--- src/rtl/link_seq_pkg.sv ---
package link_seq_pkg;

    typedef enum logic [1:0] {
        PH_COMMA = 2'd0,
        PH_WAIT  = 2'd1,
        PH_ALIGN = 2'd2,
        PH_DATA  = 2'd3
    } phase_e;

    localparam logic [7:0] CH_COMMA    = 8'hBC;
    localparam logic [7:0] CH_MF_START = 8'h1C;
    localparam logic [7:0] CH_MF_END   = 8'h7C;
    localparam logic [7:0] CH_CFG_MARK = 8'h9C;

    localparam int ALIGN_MFS   = 4;
    localparam int CFG_OCTETS  = 4;
    localparam int CFG_FIRST   = 2;

endpackage

--- src/rtl/lmfc_counter.sv ---
module lmfc_counter
    import link_seq_pkg::*;
#(
    parameter int KSEL_W = 3,
    parameter int K_STEP = 4,
    parameter int CNT_W  = $clog2(K_STEP << KSEL_W)
) (
    input  logic              clk,
    input  logic              rst_n,
    input  logic              sysref,
    input  logic [KSEL_W-1:0] k_sel,
    output logic [CNT_W-1:0]  cnt,
    output logic [CNT_W-1:0]  k_last,
    output logic              wrap_next
);

    typedef struct packed {
        logic [CNT_W-1:0] cnt;
        logic             sref;
    } lmfc_st_t;

    lmfc_st_t st_d, st_q;
    logic     sref_rise;

    always_comb begin
        k_last    = CNT_W'((K_STEP * (32'(k_sel) + 32'd1)) - 32'd1);
        sref_rise = sysref & ~st_q.sref;
        st_d      = st_q;
        st_d.sref = sysref;
        if (sref_rise) begin
            st_d.cnt = '0;
        end else if (st_q.cnt >= k_last) begin
            st_d.cnt = '0;
        end else begin
            st_d.cnt = st_q.cnt + CNT_W'(1);
        end
        wrap_next = (st_d.cnt == '0);
        cnt       = st_q.cnt;
    end

    always_ff @(posedge clk or negedge rst_n) begin
        if (!rst_n) begin
            st_q <= '0;
        end else begin
            st_q <= st_d;
        end
    end

endmodule

--- src/rtl/link_phase_fsm.sv ---
module link_phase_fsm
    import link_seq_pkg::*;
#(
    parameter int MF_W = $clog2(ALIGN_MFS)
) (
    input  logic            clk,
    input  logic            rst_n,
    input  logic            sync_n,
    input  logic            wrap_next,
    output phase_e          phase,
    output logic [MF_W-1:0] mf_idx
);

    localparam logic [MF_W-1:0] MF_LAST = MF_W'(ALIGN_MFS - 1);

    typedef struct packed {
        phase_e          phase;
        logic [MF_W-1:0] mf;
        logic            low;
    } fsm_st_t;

    fsm_st_t st_d, st_q;
    logic    drop;

    always_comb begin
        st_d     = st_q;
        st_d.low = 1'b0;
        drop     = 1'b0;
        unique case (st_q.phase)
            PH_COMMA: begin
                if (sync_n) begin
                    st_d.phase = PH_WAIT;
                end
            end
            PH_WAIT: begin
                if (!sync_n) begin
                    st_d.phase = PH_COMMA;
                end else if (wrap_next) begin
                    st_d.phase = PH_ALIGN;
                    st_d.mf    = '0;
                end
            end
            PH_ALIGN, PH_DATA: begin
                st_d.low = ~sync_n;
                drop     = ~sync_n & st_q.low;
                if (drop) begin
                    st_d.phase = PH_COMMA;
                    st_d.low   = 1'b0;
                end else if (st_q.phase == PH_ALIGN && wrap_next) begin
                    if (st_q.mf == MF_LAST) begin
                        st_d.phase = PH_DATA;
                    end else begin
                        st_d.mf = st_q.mf + MF_W'(1);
                    end
                end
            end
            default: st_d.phase = PH_COMMA;
        endcase
        phase  = st_q.phase;
        mf_idx = st_q.mf;
    end

    always_ff @(posedge clk or negedge rst_n) begin
        if (!rst_n) begin
            st_q.phase <= PH_COMMA;
            st_q.mf    <= '0;
            st_q.low   <= 1'b0;
        end else begin
            st_q <= st_d;
        end
    end

endmodule

--- src/rtl/lane_octet_mux.sv ---
module lane_octet_mux
    import link_seq_pkg::*;
#(
    parameter int LANE_ID = 0,
    parameter int LANES   = 4,
    parameter int CNT_W   = 5,
    parameter int MF_W    = 2
) (
    input  logic             clk,
    input  logic             rst_n,
    input  phase_e           phase,
    input  logic [MF_W-1:0]  mf_idx,
    input  logic [CNT_W-1:0] cnt,
    input  logic [CNT_W-1:0] k_last,
    input  logic [7:0]       data_in,
    output logic [7:0]       oct,
    output logic             ctl
);

    localparam logic [7:0] CFG_ID    = 8'(LANE_ID);
    localparam logic [7:0] CFG_LANES = 8'(LANES - 1);

    logic [7:0] data_d, data_q;
    logic [7:0] cfg_k;
    logic [7:0] cfg_sum;
    logic       second_mf;

    always_comb begin
        data_d    = data_in;
        cfg_k     = 8'(k_last);
        cfg_sum   = CFG_ID + CFG_LANES + cfg_k;
        second_mf = (mf_idx == MF_W'(1));
        oct       = CH_COMMA;
        ctl       = 1'b1;
        unique case (phase)
            PH_COMMA, PH_WAIT: begin
                oct = CH_COMMA;
                ctl = 1'b1;
            end
            PH_ALIGN: begin
                if (cnt == '0) begin
                    oct = CH_MF_START;
                    ctl = 1'b1;
                end else if (cnt == k_last) begin
                    oct = CH_MF_END;
                    ctl = 1'b1;
                end else if (second_mf && cnt == CNT_W'(1)) begin
                    oct = CH_CFG_MARK;
                    ctl = 1'b1;
                end else if (second_mf && cnt == CNT_W'(CFG_FIRST)) begin
                    oct = CFG_ID;
                    ctl = 1'b0;
                end else if (second_mf && cnt == CNT_W'(CFG_FIRST + 1)) begin
                    oct = CFG_LANES;
                    ctl = 1'b0;
                end else if (second_mf && cnt == CNT_W'(CFG_FIRST + 2)) begin
                    oct = cfg_k;
                    ctl = 1'b0;
                end else if (second_mf && cnt == CNT_W'(CFG_FIRST + CFG_OCTETS - 1)) begin
                    oct = cfg_sum;
                    ctl = 1'b0;
                end else begin
                    oct = 8'(cnt);
                    ctl = 1'b0;
                end
            end
            PH_DATA: begin
                oct = data_q;
                ctl = 1'b0;
            end
            default: begin
                oct = CH_COMMA;
                ctl = 1'b1;
            end
        endcase
    end

    always_ff @(posedge clk or negedge rst_n) begin
        if (!rst_n) begin
            data_q <= '0;
        end else begin
            data_q <= data_d;
        end
    end

endmodule

--- src/rtl/link_sync_seq.sv ---
module link_sync_seq
    import link_seq_pkg::*;
#(
    parameter int LANES  = 4,
    parameter int KSEL_W = 3,
    parameter int K_STEP = 4
) (
    input  logic               clk,
    input  logic               rst_n,
    input  logic               sync_n,
    input  logic               sysref,
    input  logic [KSEL_W-1:0]  k_sel,
    input  logic [LANES*8-1:0] data_in,
    output logic [LANES*8-1:0] lane_oct,
    output logic [LANES-1:0]   lane_ctl,
    output logic [1:0]         link_state
);

    localparam int CNT_W = $clog2(K_STEP << KSEL_W);
    localparam int MF_W  = $clog2(ALIGN_MFS);

    logic [CNT_W-1:0] lmfc_cnt;
    logic [CNT_W-1:0] lmfc_last;
    logic             lmfc_wrap_next;
    phase_e           phase;
    logic [MF_W-1:0]  mf_idx;

    lmfc_counter #(
        .KSEL_W (KSEL_W),
        .K_STEP (K_STEP),
        .CNT_W  (CNT_W)
    ) u_lmfc (
        .clk       (clk),
        .rst_n     (rst_n),
        .sysref    (sysref),
        .k_sel     (k_sel),
        .cnt       (lmfc_cnt),
        .k_last    (lmfc_last),
        .wrap_next (lmfc_wrap_next)
    );

    link_phase_fsm #(
        .MF_W (MF_W)
    ) u_fsm (
        .clk       (clk),
        .rst_n     (rst_n),
        .sync_n    (sync_n),
        .wrap_next (lmfc_wrap_next),
        .phase     (phase),
        .mf_idx    (mf_idx)
    );

    for (genvar g = 0; g < LANES; g++) begin : g_lane
        lane_octet_mux #(
            .LANE_ID (g),
            .LANES   (LANES),
            .CNT_W   (CNT_W),
            .MF_W    (MF_W)
        ) u_lane (
            .clk     (clk),
            .rst_n   (rst_n),
            .phase   (phase),
            .mf_idx  (mf_idx),
            .cnt     (lmfc_cnt),
            .k_last  (lmfc_last),
            .data_in (data_in[g*8 +: 8]),
            .oct     (lane_oct[g*8 +: 8]),
            .ctl     (lane_ctl[g])
        );
    end

    assign link_state = phase;

endmodule

--- config.mk ---
export PLATFORM = sky130hd
export DESIGN_NAME = link_sync_seq
export DESIGN_NICKNAME = d
export VERILOG_FILES = /design/src/rtl/link_seq_pkg.sv /design/src/rtl/lmfc_counter.sv /design/src/rtl/link_phase_fsm.sv /design/src/rtl/lane_octet_mux.sv /design/src/rtl/link_sync_seq.sv
export SDC_FILE = /design/constraint.sdc
export NUM_CORES = 1
export LEC_CHECK = 0
export BUFFER_PORTS_ARGS = -buffer_cell sky130_fd_sc_hd__buf_2
export CORE_MARGIN = 10
export CORE_UTILIZATION = 28
export CTS_CLUSTER_DIAMETER = 60
export DETAILED_ROUTE_END_ITERATION = 12
export GPL_TIMING_DRIVEN = 1
export PLACE_DENSITY = 0.56
export SYNTH_ARGS = -nofsm -noshare
export SYNTH_HDL_FRONTEND = slang
export SYNTH_HIERARCHICAL = 1
export SYNTH_SLANG_ARGS = --single-unit
--- constraint.sdc ---
create_clock -name clk -period 3.8 [get_ports clk]
set_clock_uncertainty 0.2 [all_clocks]
set_input_delay 0.19 -clock clk [delete_from_list [all_inputs] [get_ports clk]]
set_output_delay 0.19 -clock clk [all_outputs]
set_load 0.01 [all_outputs]
# After elaboration in Yosys (flattened, before gate mapping)
# Index checks and enable logic that the tools add are counted.
[word_totals]
input_bits = 39
regBits = 43
elab_cells = 107
[classes]
muxes = 51
order_cmp = 1
n_bitwise = 4
n_eq_ne = 20
reduce_logical = 14
n_addsub = 8
[op_table]
columns = ["operator", "n"]
rows = [
  ["$mux W8", 28],
  ["$pmux W8 S3", 4],
  ["$add A3 B5 Y6 const A", 3],
  ["$mux W2", 7],
  ["$eq A5 B2 Y1 const B", 2],
  ["$eq A5 B3 Y1 const B", 2],
  ["$logic_not A5 Y1", 2],
  ["$mux W5", 2],
  ["$ne A2 B2 Y1 const B", 5],
  ["$mux W4", 2],
  ["$add A2 B5 Y6 const A", 1],
  ["$eq A2 B2 Y1 const B", 3],
  ["$logic_and A1 B1 Y1", 6],
  ["$ne A3 B1 Y1 const B", 2],
  ["$pmux W2 S3", 1],
  ["$reduce_and A6 Y1", 1],
  ["$add A5 B1 Y5 const B", 1],
  ["$eq A5 B1 Y1 const B", 1],
  ["$eq A5 B5 Y1", 1],
  ["$ge A5 B5 Y1", 1],
  ["$mux W1", 5],
  ["$sub A5 B1 Y5 const B", 1],
  ["$eq A2 B1 Y1 const B", 2],
  ["$pmux W2 S2", 1],
  ["11 further kinds", 14],
]

# Longest topological paths before layout
# Gate-level depths: netlist of run 1.
[logic_depth]
depth_word = 11
depth_mapped = 8
mapped_depth_nobuf = 8

# Hierarchy
# The synthesis of run 1 kept the hierarchy.
[by_module_without_submodules]
columns = ["module", "n_inst", "seq_area_each_um2", "cells_per_inst", "area_per_inst_um2"]
rows = [
  ["lane_octet_mux at g_lane[0].u_lane", 1, 200.2, 76, 661.9],
  ["lane_octet_mux at g_lane[2].u_lane", 1, 200.2, 68, 648.1],
  ["lane_octet_mux at g_lane[3].u_lane", 1, 200.2, 72, 646.9],
  ["lane_octet_mux at g_lane[1].u_lane", 1, 200.2, 63, 604.3],
  ["lmfc_counter", 1, 150.1, 47, 450.4],
  ["link_phase_fsm", 1, 125.1, 27, 289.0],
]

# Worst setup path before layout of run 1
# Ideal clock, no wire load.
[synth_timing]
kind = "input port to output port"
startpoint = "input port k_sel[0]"
endpoint = "output port lane_oct[29]"
setup_slack_ns = 1.133
arrival_ns = 2.277
path_buffers = 0
cell_stages = 6
path_cell_list = "ha_1 -> xor2_1 -> xor2_1 -> nor2_1 -> a22oi_1 -> o311ai_1"
[synth_between]
elab_chain_len = 11
word_cells_on_any_way = 12
[synth_lines]
columns = ["element", "line_no", "text"]
rows = [
  ["start: declaration", "link_sync_seq.sv:12", "input logic [KSEL_W-1:0] k_sel,"],
  ["$add A3 B1 Y3 (*)", "lmfc_counter.sv:26", "k_last = CNT_W'((K_STEP * (32'(k_sel) + 32'd1)) - 32'd1);"],
  ["$sub A5 B1 Y5 (*)", "lmfc_counter.sv:26", ""],
  ["named net lmfc_last[3]", "link_sync_seq.sv:23", "logic [CNT_W-1:0] lmfc_last;"],
  ["$add A3 B5 Y6", "lane_octet_mux.sv:31", "cfg_sum = CFG_ID + CFG_LANES + cfg_k;"],
  ["$mux W8", "lane_octet_mux.sv:59", "end else if (second_mf && cnt == CNT_W'(CFG_FIRST + CFG_OCTETS - 1)) begin"],
  ["$mux W8", "lane_octet_mux.sv:56", "end else if (second_mf && cnt == CNT_W'(CFG_FIRST + 2)) begin"],
  ["$mux W8", "lane_octet_mux.sv:53", "end else if (second_mf && cnt == CNT_W'(CFG_FIRST + 1)) begin"],
  ["$mux W8", "lane_octet_mux.sv:50", "end else if (second_mf && cnt == CNT_W'(CFG_FIRST)) begin"],
  ["$mux W8", "lane_octet_mux.sv:47", "end else if (second_mf && cnt == CNT_W'(1)) begin"],
  ["$mux W8 (*)", "lane_octet_mux.sv:44", "end else if (cnt == k_last) begin"],
  ["$mux W8 (*)", "lane_octet_mux.sv:41", "if (cnt == '0) begin"],
  ["$pmux W8 S3 (*)", "lane_octet_mux.sv:35", "unique case (phase)"],
  ["end: declaration", "link_sync_seq.sv:14", "output logic [LANES*8-1:0] lane_oct,"],
]
# Mark *: on every way through the listed nets, which the timed path passes. The rest lies on a longest branch.

# Final worst setup path of run 1
[layout_timing]
startpoint = "register u_lmfc.st_q (netlist bit u_lmfc/cnt[2])"
endpoint = "output port lane_oct[0]"
[layout_between]
elab_chain_len = 10
word_cells_on_any_way = 20
[layout_lines]
columns = ["element", "line_no", "text"]
rows = [
  ["start: declaration", "lmfc_counter.sv:22", "lmfc_st_t st_d, st_q;"],
  ["start signal: assignment", "lmfc_counter.sv:45", "st_q <= st_d;"],
  ["$eq A5 B3 Y1", "lane_octet_mux.sv:59", ""],
  ["$logic_and A1 B1 Y1", "lane_octet_mux.sv:59", ""],
  ["$mux W8", "lane_octet_mux.sv:59", ""],
  ["$mux W8", "lane_octet_mux.sv:56", ""],
  ["$mux W8", "lane_octet_mux.sv:53", ""],
  ["$mux W8", "lane_octet_mux.sv:50", ""],
  ["$mux W8", "lane_octet_mux.sv:47", ""],
  ["$mux W8", "lane_octet_mux.sv:44", ""],
  ["$mux W8 (*)", "lane_octet_mux.sv:41", ""],
  ["$pmux W8 S3 (*)", "lane_octet_mux.sv:35", ""],
]
# Every way passes the cells marked *; elsewhere a longest branch is shown, timed or not.

==> results_dict.tcl, run 1 <==
set metrics [dict create \
    fin_setup_tns_ns 0 \
    die_w_um 129 \
    hold_path_depth 1 \
    final_cell_area_sq_um 4220 \
    rows 39 \
    io_pins 77 \
    synthCells 353 \
    hold_viol_final 0 \
    die_y_um 129 \
    rsz0062_at_grt "no" \
    path_delay_family "flip-flops" \
    finalCritPeriodShare 0.800 \
    worstPathArrival_ns 2.65 \
    hold_start "u_fsm/st_q[0]" \
    fin_nets 502 \
    r2r_setup_slack_ns 0.95 \
    synth_edf_count 0 \
    fill_cells 1149 \
    end_kind "primary output" \
    drcViolationCount 0 \
    io_buffers 76 \
    power_leakage_nw 1.86 \
    power_mw 2.87 \
    cp_max_fo 32 \
    outcome "completed" \
    wl_um 9480 \
    vias 3008 \
    hpwl_um 6720 \
    ys_types 77 \
    ant_nets 0 \
    hold_path.class "flip-flop to flip-flop" \
    reg2reg_depth 6 \
    startpoint_type "flip-flop" \
    area_delta_synth_final_pct 27.8 \
    clock_latency_ns 0.28 \
    cts_buffer_depth 2 \
    finalSetupViolations 0 \
    wl_per_cell_um 15.9 \
    drive_gt1_frac 0.262 \
    max_slew_margin 0.265 \
    clock-sinks 43 \
    cpPeakStageDelay_ns 1.02 \
    overflow 0 \
    root_buffer "clkbuf_16" \
    grt_pass1_wl_um 15900 \
    critPathRequiredTime_ns 3.41 \
    hold_end "u_fsm/st_q[0]" \
    syn-cell-area_sq_um 3300 \
    crit_buf_inv 1 \
    reg2reg_from "u_lmfc/cnt[2]" \
    rr_endpoint "u_fsm/mf_idx[0]" \
    numCtsBuffers 5 \
    via_per_inst 5.04 \
    dr.pass1.iters 4 \
    ctsHtreeMaxLevel 2 \
    antenna_cells 0 \
    initial_core_util 0.288 \
    drt-initial-drc-count 225 \
    cts_tree "done" \
    post-cts-setup-buffers 0 \
    grt_max_degree 44 \
    final_common_cell "buf_2" \
    max_freq_mhz 329 \
    synth_largest_area_cell "dfrtp_1" \
    clk_pin_slew_ns 0.06 \
    path_cells "or3b_4 > or3_1 > xnor2_1 > a41o_1 > buf_2" \
    worst_pin_slew_ns 1.10 \
    dpl_cell_area_sq_um 3730 \
    yosysWarningCount 6 \
    ys_seq_area_frac 0.326 \
    core_sq_um 11500 \
    critPathKind "flip-flop to primary output" \
    grt.total_usage 0.116 \
    period_needed_ns 3.04 \
    dieArea_sq_um 16500 \
    power_density_nw_per_um2 680 \
    place_congestion 0.786 \
    synth_ff_type "dfrtp_1" \
    cp-startpoint "u_lmfc/cnt[2]" \
    antenna_found_initial 0 \
    grt_pass1_vias 3191 \
    maxCapViolCount 0 \
    ys_ff_latch 43 \
    ys_async_sr_fraction 1.00 \
    synth_area_leaders "dfrtp_1 (33%), xor2_1 (6.9%), ha_1 (3.8%)" \
    mostFrequentLayoutCells "buf_2 (76), dfrtp_1 (42), dlygate4sd3_1 (35)" \
    synth_top_area_frac 0.326 \
    syn_area_per_cell_sq_um 9.35 \
    finalMaxSlewViolations 0 \
    slowest_stage "dfrtp_1" \
    ir_drop_v 0.000243 \
]
[cell usage after synthesis, types with 4 or more instances]
library cell and count:
a211oi_2 4, a21oi_1 22, a221o_1 5, a31oi_1 6, a32o_1 6, and3_1 5, buf_4 15, buf_6 4
dfrtp_1 43, ha_1 10, inv_1 19, nand2_1 22, nand2b_1 8, nand3_1 8, nand4b_1 4, nor2_1 31
nor3_1 7, o21ai_0 9, xnor2_1 10, xor2_1 26
[sequential cells by signal, summed over array words and instances, names as in the netlist]
register	count
g_lane.u_lane/data_q	32
u_fsm/mf_idx	2
u_fsm/phase	2
u_fsm/st_q	1
u_lmfc/cnt	5
u_lmfc/st_q	1
[layout make-up]
class                           count  area [sq um]  share of cell area
Clock buffer                        7           133              0.0314
Tap cell                          143           179              0.0424
Inverter                           19          71.3              0.0169
Multi-Input combinational cell    266          1970               0.467
Sequential cell                    43          1080               0.255
Timing Repair Buffer              118           783               0.186
Clock inverter                      1          5.00             0.00119
[per-stage QoR]
step / cells / setup slack [ns] / hold slack (ns) / utilization
after global placement: 554 / 1.11 / 0.0977 / 0.325
after detailed placement: 554 / 0.996 / 0.0994 / 0.325
after global routing: 597 / 0.598 / 0.246 / 0.368
after CTS: 597 / 0.759 / 0.227 / 0.368
after floorplan: 354 / 1.13 / -0.306 / -
final: 597 / 0.761 / 0.222 / 0.368
[layer usage]
| layer | GRT usage | vias to the layer above | wire (um) |
|---|---|---|---|
| li1 | - | 1485 | - |
| met1 | 0.143 | 1445 | 4170 |
| met2 | 0.202 | 73 | 4790 |
| met3 | 0.0267 | 5 | 453 |
| met4 | 0.0262 | 0 | 59 |
| met5 | 0 | - | 0 |
[what timing repair did]
item,4_1_cts,5_1_grt
endpoints found under the hold margin,77,0
hold buffers,35,0
resized for setup,0,0
[worst max-delay path by stage]
| stage | end | cells past startpoint |
|---|---|---|
| floorplan | lane_oct[29] | 6 |
| global route | lane_oct[4] | 5 |
| global placement | lane_oct[0] | 5 |
| finish | lane_oct[0] | 5 |
| CTS | lane_oct[0] | 5 |
| detailed placement | u_fsm/mf_idx[0] | 6 |
[report_power, final]
group          internal [mW]  switching, mW
registers              0.512          0.268
logic                  0.753          0.920
clock network          0.243          0.172
[logic make-up (layout without fill, tap and decap cells)]
| family | Yosys count | in the layout | synth area share |
|---|---|---|---|
| and+or+nand+nor | 122 | 122 | 0.221 |
| adders and majority gates | 10 | 10 | 0.0379 |
| other | 1 | 2 | 0.00114 |
| buffers and inverters | 45 | 145 | 0.0785 |
| DFF | 43 | 43 | 0.326 |
| AOI/OAI and AO/OA | 93 | 93 | 0.231 |
| muxes | 3 | 3 | 0.00910 |
| xor gates and xnor gates | 36 | 36 | 0.0955 |
Note: power is estimated with default switching activity, not from simulation.
==> inputs of run 2 (changes only) <==
==> constraint.sdc (replaced) <==
create_clock -name clk -period 3.2 [get_ports clk]
set_clock_uncertainty 0.2 [all_clocks]
set_input_delay 0.16 -clock clk [delete_from_list [all_inputs] [get_ports clk]]
set_output_delay 0.16 -clock clk [all_outputs]
set_load 0.01 [all_outputs]
==> run 2 against run 1 <==
Compared with the run above: clock-buffer cell count rose by 1; largest cell class unchanged; critical endpoint is now lane_oct[21]; combinational power rose by 29%; register-to-register slack got worse by 0.21 ns; largest power group unchanged; global-route usage fell by 0.27 points.
==> results_dict.tcl, run 2 (same netlist as run 1, synthesis figures left out) <==
set metrics [dict create \
    cts_buffer_depth 2 \
    fin_nets 507 \
    hpwl_um 6840 \
    place_inst 559 \
    dr.pass1.iters 4 \
    finalSetupViolations 0 \
    largest_register_ffs 32 \
    die_y_um 129 \
    worst_pin_slew_ns 1.02 \
    numCtsBuffers 5 \
    wl_per_cell_um 16.1 \
    period_needed_ns 2.76 \
    power_density_nw_per_um2 817 \
    clk_pin_slew_ns 0.06 \
    grt.total_usage 0.114 \
    final_common_cell "buf_2" \
    r2r_setup_slack_ns 0.74 \
    io_buffers 76 \
    utilization 0.373 \
    ant_nets 0 \
    max_slew_margin 0.320 \
    reg2reg_from "u_lmfc/cnt[2]" \
    antenna_found_initial 0 \
    fin_cells 603 \
    root_buffer "clkbuf_16" \
    finalMaxSlewViolations 0 \
    place_congestion 0.781 \
    initial_core_util 0.288 \
    cp-startpoint "u_lmfc/cnt[2]" \
    io_pins 77 \
    dieArea_sq_um 16500 \
    post-cts-setup-buffers 0 \
    drt-initial-drc-count 157 \
    grt_max_degree 44 \
    cp_max_fo 17 \
    power_leakage_nw 1.90 \
    maxCapViolCount 0 \
    drive_gt1_frac 0.272 \
    cts_tree "done" \
    grt_pass1_vias 3152 \
    end_kind "primary output" \
    core_sq_um 11500 \
    clock_latency_ns 0.29 \
    holdWs_ns 0.232 \
    ctsHtreeMaxLevel 2 \
    startpoint_type "flip-flop" \
    ir_drop_v 0.000310 \
    via_per_inst 5.04 \
    fin_setup_tns_ns 0 \
    rsz0062_at_grt "no" \
    clock-sinks 43 \
    wl_um 9710 \
    critPathRequiredTime_ns 2.84 \
    finalCritPeriodShare 0.863 \
    overflow 0 \
    area_delta_synth_final_pct 29.6 \
    cts_hold_buf 35 \
    hold_path.class "flip-flop to flip-flop" \
    rows 39 \
    worstPathArrival_ns 2.40 \
    rr_endpoint "u_fsm/mf_idx[1]" \
    outcome "completed" \
    reg2reg_depth 6 \
    mostFrequentLayoutCells "buf_2 (76), dfrtp_1 (42), dlygate4sd3_1 (35)" \
    grt_pass1_wl_um 15600 \
    largest-register "g_lane.u_lane/data_q" \
    hold_viol_final 0 \
    endpoint "lane_oct[21]" \
    critPathKind "flip-flop to primary output" \
    max_freq_mhz 362 \
    hold_start "u_fsm/st_q[0]" \
    vias 3041 \
    cts_resized 0 \
    die_w_um 129 \
    drcViolationCount 0 \
]
run 2: changes by cell type in the layout (fill, tap and decap cells not counted):
cell,before,now
buf_4,7,12
clkbuf_8,0,2
clkbuf_1,2,1
clkinv_2,1,0
diode_2,0,1
run 2: final cells by class:
class,instances,area [sq um]
fillers,1139,7190
multi-input cells,266,1970
flip-flops and latches,43,1080
repair buffers,123,821
well taps,143,179
clock buffers,8,156
inverters,19,71.3
diodes,1,2.50
run 2: metal layers:
layer,global-route usage,vias to the layer above,routed length (um)
met5,0,-,0
met4,0.0406,0,141
met3,0.0255,11,525
met2,0.198,87,4870
met1,0.134,1446,4180
li1,-,1497,-
run 2: worst max-delay path, cell delays in order (launching register included):
cell	delay [ns]
dfrtp_1	0.57
buf_4	0.30
or4_4	0.56
nor2_1	0.14
nor2_1	0.06
a221o_1	0.35
buf_2	0.14
run 2: report_power, final:
part / switching [mW] / internal, mW
clock network: 0.209 / 0.333
logic: 1.23 / 0.918
registers: 0.191 / 0.611
total: 1.63 / 1.86
run 2: how the worst min path moves through the flow:
stage          cells after the start                          to
6_report                           1               u_fsm/st_q[0]
4_1_cts                            1               u_fsm/st_q[0]
2_1_floorplan                      0  g_lane[0].u_lane/data_q[0]
3_3_place_gp                       1  g_lane[1].u_lane/data_q[1]
3_5_place_dp                       1  g_lane[1].u_lane/data_q[0]
5_1_grt                            1               u_fsm/st_q[0]
run 2: metrics by stage:
stage	power, mW	worst slack [ns]	instance area (sq um)
2_1_floorplan	2.36	0.593	3300
3_3_place_gp	2.91	0.735	3770
3_5_place_dp	2.94	0.739	3770
4_1_cts	3.53	0.426	4270
5_1_grt	3.78	0.285	4270
6_report	3.49	0.437	4280
==> inputs of run 3 (changes only) <==
--- a/config.mk
+++ b/config.mk
@@ -7,11 +7,11 @@
 export LEC_CHECK = 0
 export BUFFER_PORTS_ARGS = -buffer_cell sky130_fd_sc_hd__buf_2
 export CORE_MARGIN = 10
-export CORE_UTILIZATION = 28
+export CORE_UTILIZATION = 43
 export CTS_CLUSTER_DIAMETER = 60
 export DETAILED_ROUTE_END_ITERATION = 12
 export GPL_TIMING_DRIVEN = 1
-export PLACE_DENSITY = 0.56
+export PLACE_DENSITY = 0.75
 export SYNTH_ARGS = -nofsm -noshare
 export SYNTH_HDL_FRONTEND = slang
 export SYNTH_HIERARCHICAL = 1
==> run 3 against run 2 <==
Compared with the run above: clock-buffer cell count stayed put; critical endpoint is now lane_oct[11]; fmax decreased by 4.0%; register-to-register slack worse by 0.16 ns; flip-flop and latch count unchanged; first-iteration DRC count increased by 11%; die area down 30%; total power fell by 4.9%; highest routed layer unchanged; critical path depth unchanged; final area is 2.7% lower.
==> results_dict.tcl, run 3 (same netlist as run 1, synthesis figures left out) <==
set metrics [dict create \
    outcome "completed" \
    place_congestion 0.861 \
    hold_viol_final 0 \
    max_freq_mhz 348 \
    rsz0062_at_grt "no" \
    power_density_nw_per_um2 798 \
    grt_max_degree 44 \
    end_kind "primary output" \
    ir_drop_v 0.000397 \
    reg2reg_depth 6 \
    drcViolationCount 0 \
    grt.total_usage 0.164 \
    largest-register "g_lane.u_lane/data_q" \
    initial_core_util 0.448 \
    grt_pass1_vias 3271 \
    root_buffer "clkbuf_8" \
    slowest_stage "dfrtp_1" \
    worst_pin_slew_ns 1.00 \
    cts_tree "done" \
    fin_ws_ns 0.323 \
    largest_register_ffs 32 \
    clk_pin_slew_ns 0.08 \
    critPathKind "flip-flop to primary output" \
    hold_end "u_fsm/st_q[0]" \
    vias 3062 \
    fin_nets 507 \
    cts_buffer_depth 2 \
    core_sq_um 7370 \
    hpwl_um 6380 \
    grt.met2_usage 0.293 \
    antenna_found_initial 0 \
    critPathRequiredTime_ns 2.84 \
    finalMaxSlewViolations 0 \
    wl_um 9350 \
    rr_endpoint "u_fsm/mf_idx[0]" \
    hold_path.class "flip-flop to flip-flop" \
    cp-startpoint "u_lmfc/cnt[2]" \
    r2r_setup_slack_ns 0.58 \
    grt_pass1_wl_um 15800 \
    finalCritPeriodShare 0.899 \
    ant_nets 0 \
    clock-sinks 43 \
    dieArea_sq_um 11600 \
    area_delta_synth_final_pct 26.1 \
    wl_per_cell_um 16.7 \
    hold_path_depth 1 \
    final_common_cell "buf_2" \
    clock_latency_ns 0.30 \
    drt-initial-drc-count 174 \
    cpPeakStageDelay_ns 0.76 \
    die_y_um 108 \
    hold_start "u_fsm/st_q[0]" \
    met3_usage 0.0347 \
    drive_gt1_frac 0.272 \
    finalSetupViolations 0 \
    mostFrequentLayoutCells "buf_2 (76), dfrtp_1 (42), dlygate4sd3_1 (35)" \
    max_slew_margin 0.331 \
    via_per_inst 5.49 \
    dr.pass1.iters 4 \
    antenna_cells 0 \
    numCtsBuffers 5 \
    overflow 0 \
    worstPathArrival_ns 2.52 \
    io_buffers 76 \
    place_ws_ns 0.634 \
    die_w_um 108 \
    maxCapViolCount 0 \
    startpoint_type "flip-flop" \
    period_needed_ns 2.88 \
    ctsHtreeMaxLevel 2 \
    busiest_layer "met2" \
    path_cells "buf_4 > nor3b_2 > nand2_1 > o32ai_1 > a21oi_1 > buf_2" \
    cp_max_fo 18 \
    rows 31 \
    grt_use_met1 0.188 \
    io_pins 77 \
    power_leakage_nw 1.87 \
    fin_setup_tns_ns 0 \
    reg2reg_from "u_lmfc/cnt[1]" \
]
==> run 3: changes by cell type in the layout (fill, tap and decap cells not counted) <==
cell / change
clkbuf_16: -5
clkbuf_8: +5
diode_2: -1
==> run 3: cell type report <==
type	count	area, sq um
fill	673	3210
multi-input combinational	266	1970
sequential	43	1080
timing repair buffer	123	821
tap	99	124
clock buffer	8	100
inverter	19	71.3
==> run 3: metal layers <==
layer,wire (um),part of all wire
met5,0,0
met4,146,0.016
met3,407,0.044
met2,5000,0.53
met1,3790,0.41
==> run 3: critical path: cells and delay by family, from the launching register on <==
kind                   cells  cell delay, ns
AOI/OAI and AO/OA          2            0.43
and+or+nand+nor            2            0.52
DFF                        1            0.76
buffers and inverters      2            0.49
==> run 3: per-stage QoR <==
| step | total power, mW | hold WS [ns] | utilization | area (sq um) | std cells |
|---|---|---|---|---|---|
| 2_1_floorplan | 2.36 | -0.336 | - | 3300 | 354 |
| 3_3_place_gp | 2.85 | 0.0675 | 0.504 | 3710 | 515 |
| 3_5_place_dp | 2.91 | 0.0693 | 0.504 | 3710 | 515 |
| 4_1_cts | 3.34 | 0.227 | 0.565 | 4160 | 558 |
| 5_1_grt | 3.61 | 0.246 | 0.565 | 4160 | 558 |
| 6_report | 3.32 | 0.225 | 0.565 | 4160 | 558 |
==> run 3: repair_timing <==
action / 4_1_cts / 5_1_grt
endpoints found under the hold margin: 79 / 0
setup buffers: 0 / 0
hold buffers: 35 / 0
gates resized for setup: 0 / 0
==> run 3: where the power goes <==
group | internal, mW | switching (mW)
sequential | 0.609 | 0.225
combinational | 0.915 | 1.18
clock | 0.197 | 0.194
total | 1.72 | 1.60
==> run 3: how the worst max path moves through the flow <==
stage	cells after the start	endpoint	slack, ns
floorplan	6	lane_oct[29]	0.59
global placement	6	u_fsm/mf_idx[0]	0.69
detailed placement	6	u_fsm/mf_idx[0]	0.63
CTS	6	lane_oct[11]	0.32
global route	6	lane_oct[11]	0.20
finish	6	lane_oct[11]	0.32
